## src/rtl/ext_irq_ctrl.sv

```systemverilog
module ext_irq_ctrl (
  input  logic       clk,
  input  logic       rst_n,
  input  logic       pin_n,
  input  logic       vec_fetch,
  input  logic       wr_en,
  input  logic [7:0] wr_data,
  output logic [7:0] rd_data,
  output logic       irq_req,
  output logic       pin_level
);
  logic s1_q, s2_q, prev_q;
  logic latch_q, mode_q, mask_q, acked_q;
  logic fall, ack, lvl_clr, latch_d;

  wire unused_wr = &{1'b0, wr_data[7:3]};

  always_ff @(posedge clk or negedge rst_n) begin
    if (!rst_n) begin
      s1_q   <= 1'b0;
      s2_q   <= 1'b0;
      prev_q <= 1'b0;
    end else begin
      s1_q   <= pin_n;
      s2_q   <= s1_q;
      prev_q <= s2_q;
    end
  end

  assign fall    = prev_q & ~s2_q;
  assign ack     = vec_fetch | (wr_en & wr_data[2]);
  assign lvl_clr = (ack | acked_q) & s2_q;

  always_comb begin
    if (fall)        latch_d = 1'b1;
    else if (mode_q) latch_d = latch_q & ~lvl_clr;
    else             latch_d = latch_q & ~ack;
  end

  always_ff @(posedge clk or negedge rst_n) begin
    if (!rst_n) begin
      latch_q <= 1'b0;
      acked_q <= 1'b0;
      mode_q  <= 1'b0;
      mask_q  <= 1'b0;
    end else begin
      latch_q <= latch_d;
      if (!mode_q || fall || !latch_d) acked_q <= 1'b0;
      else if (ack)                    acked_q <= 1'b1;
      if (wr_en) begin
        mask_q <= wr_data[1];
        mode_q <= wr_data[0];
      end
    end
  end

  assign rd_data   = {4'b0000, latch_q, 1'b0, mask_q, mode_q};
  assign irq_req   = latch_q & ~mask_q;
  assign pin_level = s2_q;
endmodule


```

## config.mk

```make
export PLATFORM = sky130hd
export DESIGN_NAME = ext_irq_ctrl
export DESIGN_NICKNAME = d
export VERILOG_FILES = /design/src/rtl/ext_irq_ctrl.sv
export SDC_FILE = /design/constraint.sdc
export NUM_CORES = 1
export LEC_CHECK = 0
export BUFFER_PORTS_ARGS = -buffer_cell sky130_fd_sc_hd__buf_2
export CORE_AREA = 3 3 40 42
export DETAILED_ROUTE_END_ITERATION = 6
export DIE_AREA = 0 0 43 45
export HOLD_SLACK_MARGIN = 0.08
export SLEW_MARGIN = 20
export SYNTH_ARGS = -nofsm -noshare
export SYNTH_HDL_FRONTEND = slang
export SYNTH_SLANG_ARGS = --single-unit
```

## constraint.sdc

```tcl
create_clock -name clk -period 1 [get_ports clk]
set_input_delay 0.15 -clock clk [delete_from_list [all_inputs] [get_ports clk]]
set_output_delay 0.15 -clock clk [all_outputs]
set_load 0.02 [all_outputs]
```

==> summary.txt, run 1 <==
Pwr
  – PwrDens: 1609 mW/mm²
  – Peak supply drop: 0.6258 mV
  – Clock share of power: 35.1%
  – P_int: 0.5209 mW
  – Sequential share of power: 44.6%
  – NetSw: 0.1937 mW
  – Logic pwr share: 20.2%
  – Design Power: 0.7145 mW
  – Leakage Power: 0.2102 nW
  – Net Sw Frac: 27.10%

Drt
  – Final ANT Viol Nets: 0
  – Pre-antenna DRT Iters: 1
  – Vias per cell: 3.914
  – Total Routed Length: 588 µm
  – Wirelength per Cell: 10.14 µm
  – Drt drc: 0
  – Routed via count: 227
  – Initial DRC count: 0

Synthesis
  – Mean post-synth cell area: 12.32 µm²
  – Primary FF master, synth: dfrtp_1
  – Seq/Total Area, Yosys: 54.69%
  – Synth cell types: 12
  – Post-synth EDFFs: 0
  – Yosys warnings: 0
  – Gate Count Post-Synth: 26
  – Async set or reset register ratio after synthesis: 100.0%
  – Commonest cells post-synth: 8 x buf_4, 7 x dfrtp_1, 2 x mux2_2
  – Main area contributors after synthesis: dfrtp_1 55%, buf_4 19%, mux2_2 7.0%
  – Synth Cell Area: 320.3 µm²
  – Most used standard cell by instance count after synthesis: buf_4
  – Area leader, netlist: dfrtp_1
  – Yosys top cell area share: 54.69%
  – Flops & latches, synth: 7

Global route
  – Gr busiest metal: met2
  – Antenna violations before repair: 0
  – GRT Overall Usage: 6.555%
  – Global-route met2 utilization: 12.57%
  – Gr ovfl total: 0
  – Global-route met1 utilization: 5.941%
  – Vias in the first global route: 243
  – GRT met3 Usage: 1.195%
  – First-pass GRT wire length: 890 µm
  – Pin count of the biggest net entering global routing: 8

Finish
  – Filler instances: 141
  – Design Area, Final: 444.2 µm²
  – Final #Nets: 57
  – # diodes: 0
  – Share of cells above drive strength 1: 51.16%
  – Area grow syn2layout: 38.67%

Setup path
  – CP Launch Type: flop
  – CP max-delay cell: dfrtp_1
  – Delay-heaviest family, CP: flip-flops
  – Buf/Inv on CP: 1
  – Crit path max fanout: 3
  – Crit Path Class: reg2out
  – Critical Path End Type: output port
  – Arrival @ worst endpoint: 0.90 ns
  – Worst EP required: 0.85 ns
  – Max incr delay on CP: 0.38 ns
  – Cell Chain, Critical Path: nor2b_1 > buf_4

Clocking
  – CTS tree: yes
  – CTS buffer count: 3
  – Clk buf depth: 2
  – H-tree levels: 1
  – Clk root buf: clkbuf_4
  – Clock transition at path regs: 0.05 ns
  – CTS sink cnt: 7
  – Clock Latency Late Sink: 0.24 ns

Die
  – Height of the die: 45 µm
  – Die Wd: 43 µm
  – Row Count: 13
  – Die ar.: 0.001935 mm²
  – Core area: 0.001285 mm²
  – Initial core utilization: 24.93%
  – Top Ports: 23

Placement
  – Placed cell area: 354.1 µm²
  – Routability congestion estimate from global placement: 0.6738
  – Buffers on Ports: 12
  – Setup slack after placement: 0.08797 ns

Worst hold path
  – Worst min path class: in2reg

STA
  – Final hold violation count: 0
  – Max Clk Rate: 954.7 MHz
  – RSZ-0062 raised after global routing: true
  – Slack of the critical path: -0.04744 ns
  – Period utilization: 104.7%
  – Setup violations, final: 1
  – Clk_skew: 0.0009723 ns
  – Max-slew violations: 0
  – Fin crit period: 1.047 ns

Run status
  – Failing checks: setup timing
  – Outcome: finished, violations left

Run
  – Maxcap violations: 0
-- cells by family after synthesis --
kind of cell,after synthesis,share of synthesized area [%]
buffers and inverters,9,19.92
multiplexers,2,7.031
AO/OA/AOI/OAI,5,14.06
AND/OR/NAND/NOR,2,3.125
other,1,1.171
flip-flops,7,54.69
-- placed cells by master (no fill, tap or decap), drive strengths merged --
cell	instances
nand2	1
mux2	2
inv	1
a21boi	1
buf	15
nor2b	1
o2bb2ai	1
a2111oi	1
clkbuf	4
dlygate4sd3	2
dfrtp	7
conb	5
a21oi	2
-- final cells by class --
cell class              instances  area (µm²)  area share [%]
well taps                      15       18.77           4.225
clock buffers                   4       26.28           5.915
flip-flops and latches          7       175.2           39.44
repair buffers                 17       111.4           25.07
inverters                       1       3.754          0.8451
multi-input cells              14       108.9           24.51
-- worst paths after layout --
kind                            start  slack [ns]  cells past startpoint   endpoint
min                        wr_data[1]        0.14                      2     mask_q
max reg2reg                 pin_level        0.06                      2    acked_q
max                           latch_q       -0.05                      2    irq_req
max in group asynchronous       rst_n        0.59                      2    latch_q
min in group asynchronous       rst_n        0.26                      2     prev_q
min reg2reg                      s1_q        0.35                      0  pin_level
-- power groups by stage --
stage                     logic (mW)  clock network [mW]  registers, mW
after floorplan               0.0974                   0          0.325
after global placement         0.107                   0          0.325
after detailed placement       0.109                   0          0.326
after CTS                      0.128               0.267          0.318
after global routing           0.157               0.277          0.322
final                          0.145               0.251          0.319
-- state kept, by name (all words and copies together), names as in the netlist --
register / flops
acked_q: 1
latch_q: 1
mask_q: 1
mode_q: 1
pin_level: 1
prev_q: 1
s1_q: 1
-- layer usage --
metal | share of wire [%] | wire, µm
met5 | 0 | 0
met4 | 0 | 0
met3 | 9.7 | 57
met2 | 52 | 308
met1 | 38 | 223
-- through the flow --
step,util (%),hold WS [ns],setup TNS [ns],instances
floorplan,-,-0.1456,0,30
global placement,27.56,-0.01034,0,49
detailed placement,27.56,-0.01005,0,49
CTS,32.33,0.1277,-0.06697,57
global route,34.57,0.1438,-0.1210,58
finish,34.57,0.1364,-0.04744,58
-- worst reg2reg max path: stages, from the launching register on --
cell and delay (ns):
dfrtp_1 0.38, buf_4 0.15, a2111oi_4 0.30
-- timing repair --
item	CTS	global route
buffers inserted	2	1
pin swaps	0	1
hold buffers	2	0
endpoints found under the setup margin	2	3
gates resized for setup	0	4
hold endpoints to repair	8	0
No activity file was read; power rests on OpenSTA's default activity.
==> inputs of run 2 (changes only) <==
==> constraint.sdc (replaced) <==
create_clock -name clk -period 1.15 [get_ports clk]
set_input_delay 0.1725 -clock clk [delete_from_list [all_inputs] [get_ports clk]]
set_output_delay 0.1725 -clock clk [all_outputs]
set_load 0.02 [all_outputs]
==> summary.txt, run 2 (synthesized netlist as in run 1, its figures left out) <==
Global route
  – GRT Overall Usage: 6.471% (was 6.555%)
  – Gr ovfl total: 0 (unchanged)
  – Pin count of the biggest net entering global routing: 8 (unchanged)
  – Vias in the first global route: 236 (was 243)
  – Antenna violations before repair: 0 (unchanged)
  – First-pass GRT wire length: 876 µm (was 890 µm)

Worst hold path
  – Worst min path class: in2reg (unchanged)

Die
  – Die ar.: 0.001935 mm² (unchanged)
  – Row Count: 13 (unchanged)
  – Initial core utilization: 24.93% (unchanged)
  – Top Ports: 23 (unchanged)
  – Die Wd: 43 µm (unchanged)
  – Core area: 0.001285 mm² (unchanged)
  – Height of the die: 45 µm (unchanged)

Setup path
  – Crit Path Class: reg2out (unchanged)
  – Crit path max fanout: 3 (unchanged)
  – CP max-delay cell: dfrtp_1 (unchanged)
  – Crit path to: irq_req (unchanged)
  – Worst r2r path cells: 3 (was 2)
  – Worst setup path start: latch_q (unchanged)
  – Delay-heaviest family, CP: flip-flops (unchanged)
  – Max incr delay on CP: 0.38 ns (about the same)
  – CP Launch Type: flop (unchanged)
  – Buf/Inv on CP: 1 (unchanged)
  – Cell Chain, Critical Path: nor2b_1 > buf_2 (was nor2b_1 > buf_4)
  – Setup slack, reg-to-reg: 0.19 ns (was 0.06 ns)
  – Origin of the critical flop-to-flop path: latch_q (was pin_level)
  – Worst EP required: 0.98 ns (was 0.85 ns)
  – Worst R2R End: acked_q (unchanged)
  – Critical Path End Type: output port (unchanged)
  – CP Depth: 2 (unchanged)
  – Arrival @ worst endpoint: 0.90 ns (about the same)

Finish
  – Most frequent cells in the layout: 12 x buf_2, 7 x dfrtp_1, 5 x conb_1, 3 x clkbuf_4 (was 10 x buf_2, 7 x dfrtp_1, 5 x conb_1, 4 x buf_4, 3 x clkbuf_4)
  – Share of cells above drive strength 1: 48.78% (was 51.16%)
  – Area grow syn2layout: 27.34% (was 38.67%)
  – Filler instances: 139 (was 141)
  – Register area: 175.2 µm² (unchanged)
  – Final #Nets: 55 (was 57)
  – Multi-input gate area: 96.34 µm² (was 108.9 µm²)
  – # diodes: 0 (unchanged)
  – Most common cell after layout, fill and taps aside: buf_2 (unchanged)

Drt
  – Initial DRC count: 0 (unchanged)
  – Total Routed Length: 561 µm (was 588 µm)
  – Vias per cell: 3.929 (was 3.914)
  – Wirelength per Cell: 10.02 µm (was 10.14 µm)
  – Routed via count: 220 (was 227)
  – Pre-antenna DRT Iters: 1 (unchanged)
  – Final ANT Viol Nets: 0 (unchanged)
  – Drt drc: 0 (unchanged)

STA
  – RSZ-0062 raised after global routing: false (was true)
  – Final hold violation count: 0 (unchanged)
  – Period utilization: 92.91%
  – Max-slew violations: 0 (unchanged)
  – Fin crit period: 1.068 ns
  – Setup TNS: 0 ns (was -0.04744 ns)
  – Max Clk Rate: 935.9 MHz
  – Setup violations, final: 0 (was 1)
  – Clk_skew: 0.001184 ns (was 0.0009723 ns)

Clocking
  – CTS sink cnt: 7 (unchanged)
  – Clock Latency Late Sink: 0.24 ns (about the same)
  – Clock transition at path regs: 0.05 ns (about the same)
  – CTS tree: yes (unchanged)
  – CTS buffer count: 3 (unchanged)
  – Clk buf depth: 2 (unchanged)
  – Resize count post-CTS: 0 (unchanged)
  – Clk root buf: clkbuf_4 (unchanged)
  – H-tree levels: 1 (unchanged)

Run status
  – Outcome: finished, final reports clean (was finished, violations left)

Pwr
  – Leakage Power: 0.1979 nW (was 0.2102 nW)
  – Design Power: 0.6019 mW (was 0.7145 mW)
  – Peak supply drop: 0.5223 mV (was 0.6258 mV)
  – PwrDens: 1476 mW/mm² (was 1609 mW/mm²)

Run
  – Maxcap violations: 0 (unchanged)

Placement
  – Buffers on Ports: 12 (unchanged)
  – Routability congestion estimate from global placement: 0.6738 (unchanged)
[run 2: worst min path at each step]
stage / from / to / slack [ns] / depth (start not counted)
after detailed placement: rst_n / prev_q / 0.01 / 1
final: wr_data[1] / mask_q / 0.16 / 2
after CTS: wr_data[1] / mask_q / 0.15 / 2
after global placement: rst_n / s1_q / 0.01 / 1
after global routing: wr_data[0] / mode_q / 0.17 / 2
after floorplan: rst_n / acked_q / -0.12 / 0
[run 2: per-stage QoR]
step / util (%) / hold slack (ns) / area (µm²) / worst slack [ns] / instances
5_1_grt: 31.74 / 0.1663 / 407.9 / 0.0007332 / 56
2_1_floorplan: - / -0.1231 / 335.3 / 0.2648 / 30
4_1_cts: 31.16 / 0.1502 / 400.4 / 0.02574 / 55
3_5_place_dp: 27.56 / 0.01245 / 354.1 / 0.2380 / 49
6_report: 31.74 / 0.1589 / 407.9 / 0.08155 / 56
3_3_place_gp: 27.56 / 0.01216 / 354.1 / 0.2666 / 49
[run 2: timing repair]
item                                   CTS  global route
setup buffers                            0             1
setup endpoints to repair                0             1
hold buffers                             2             0
endpoints found under the hold margin    8             0
[run 2: worst register-to-register path, stage by stage (launching register included)]
cell       delay (ns)
dfrtp_1          0.35
buf_4            0.12
nand2_1          0.06
a2111oi_2        0.33
[run 2: layer usage]
layer	vias up	wire, µm	global-route usage, %	share of wire (%)
li1	104	-	-	-
met4	0	0	5.422	0
met3	0	59	1.195	11
met2	14	291	12.28	52
met5	-	0	0	0
met1	102	210	5.941	37
[run 2: cell type report]
cell class	instances	area share (%)
multi-input cells	14	23.62
clock buffers	4	6.442
flip-flops and latches	7	42.94
repair buffers	15	21.47
well taps	15	4.601
inverters	1	0.9202
[run 2: report_power, final]
part	internal, mW	switching, mW
sequential	0.264	0.0133
clock	0.132	0.0864
combinational	0.0435	0.0625
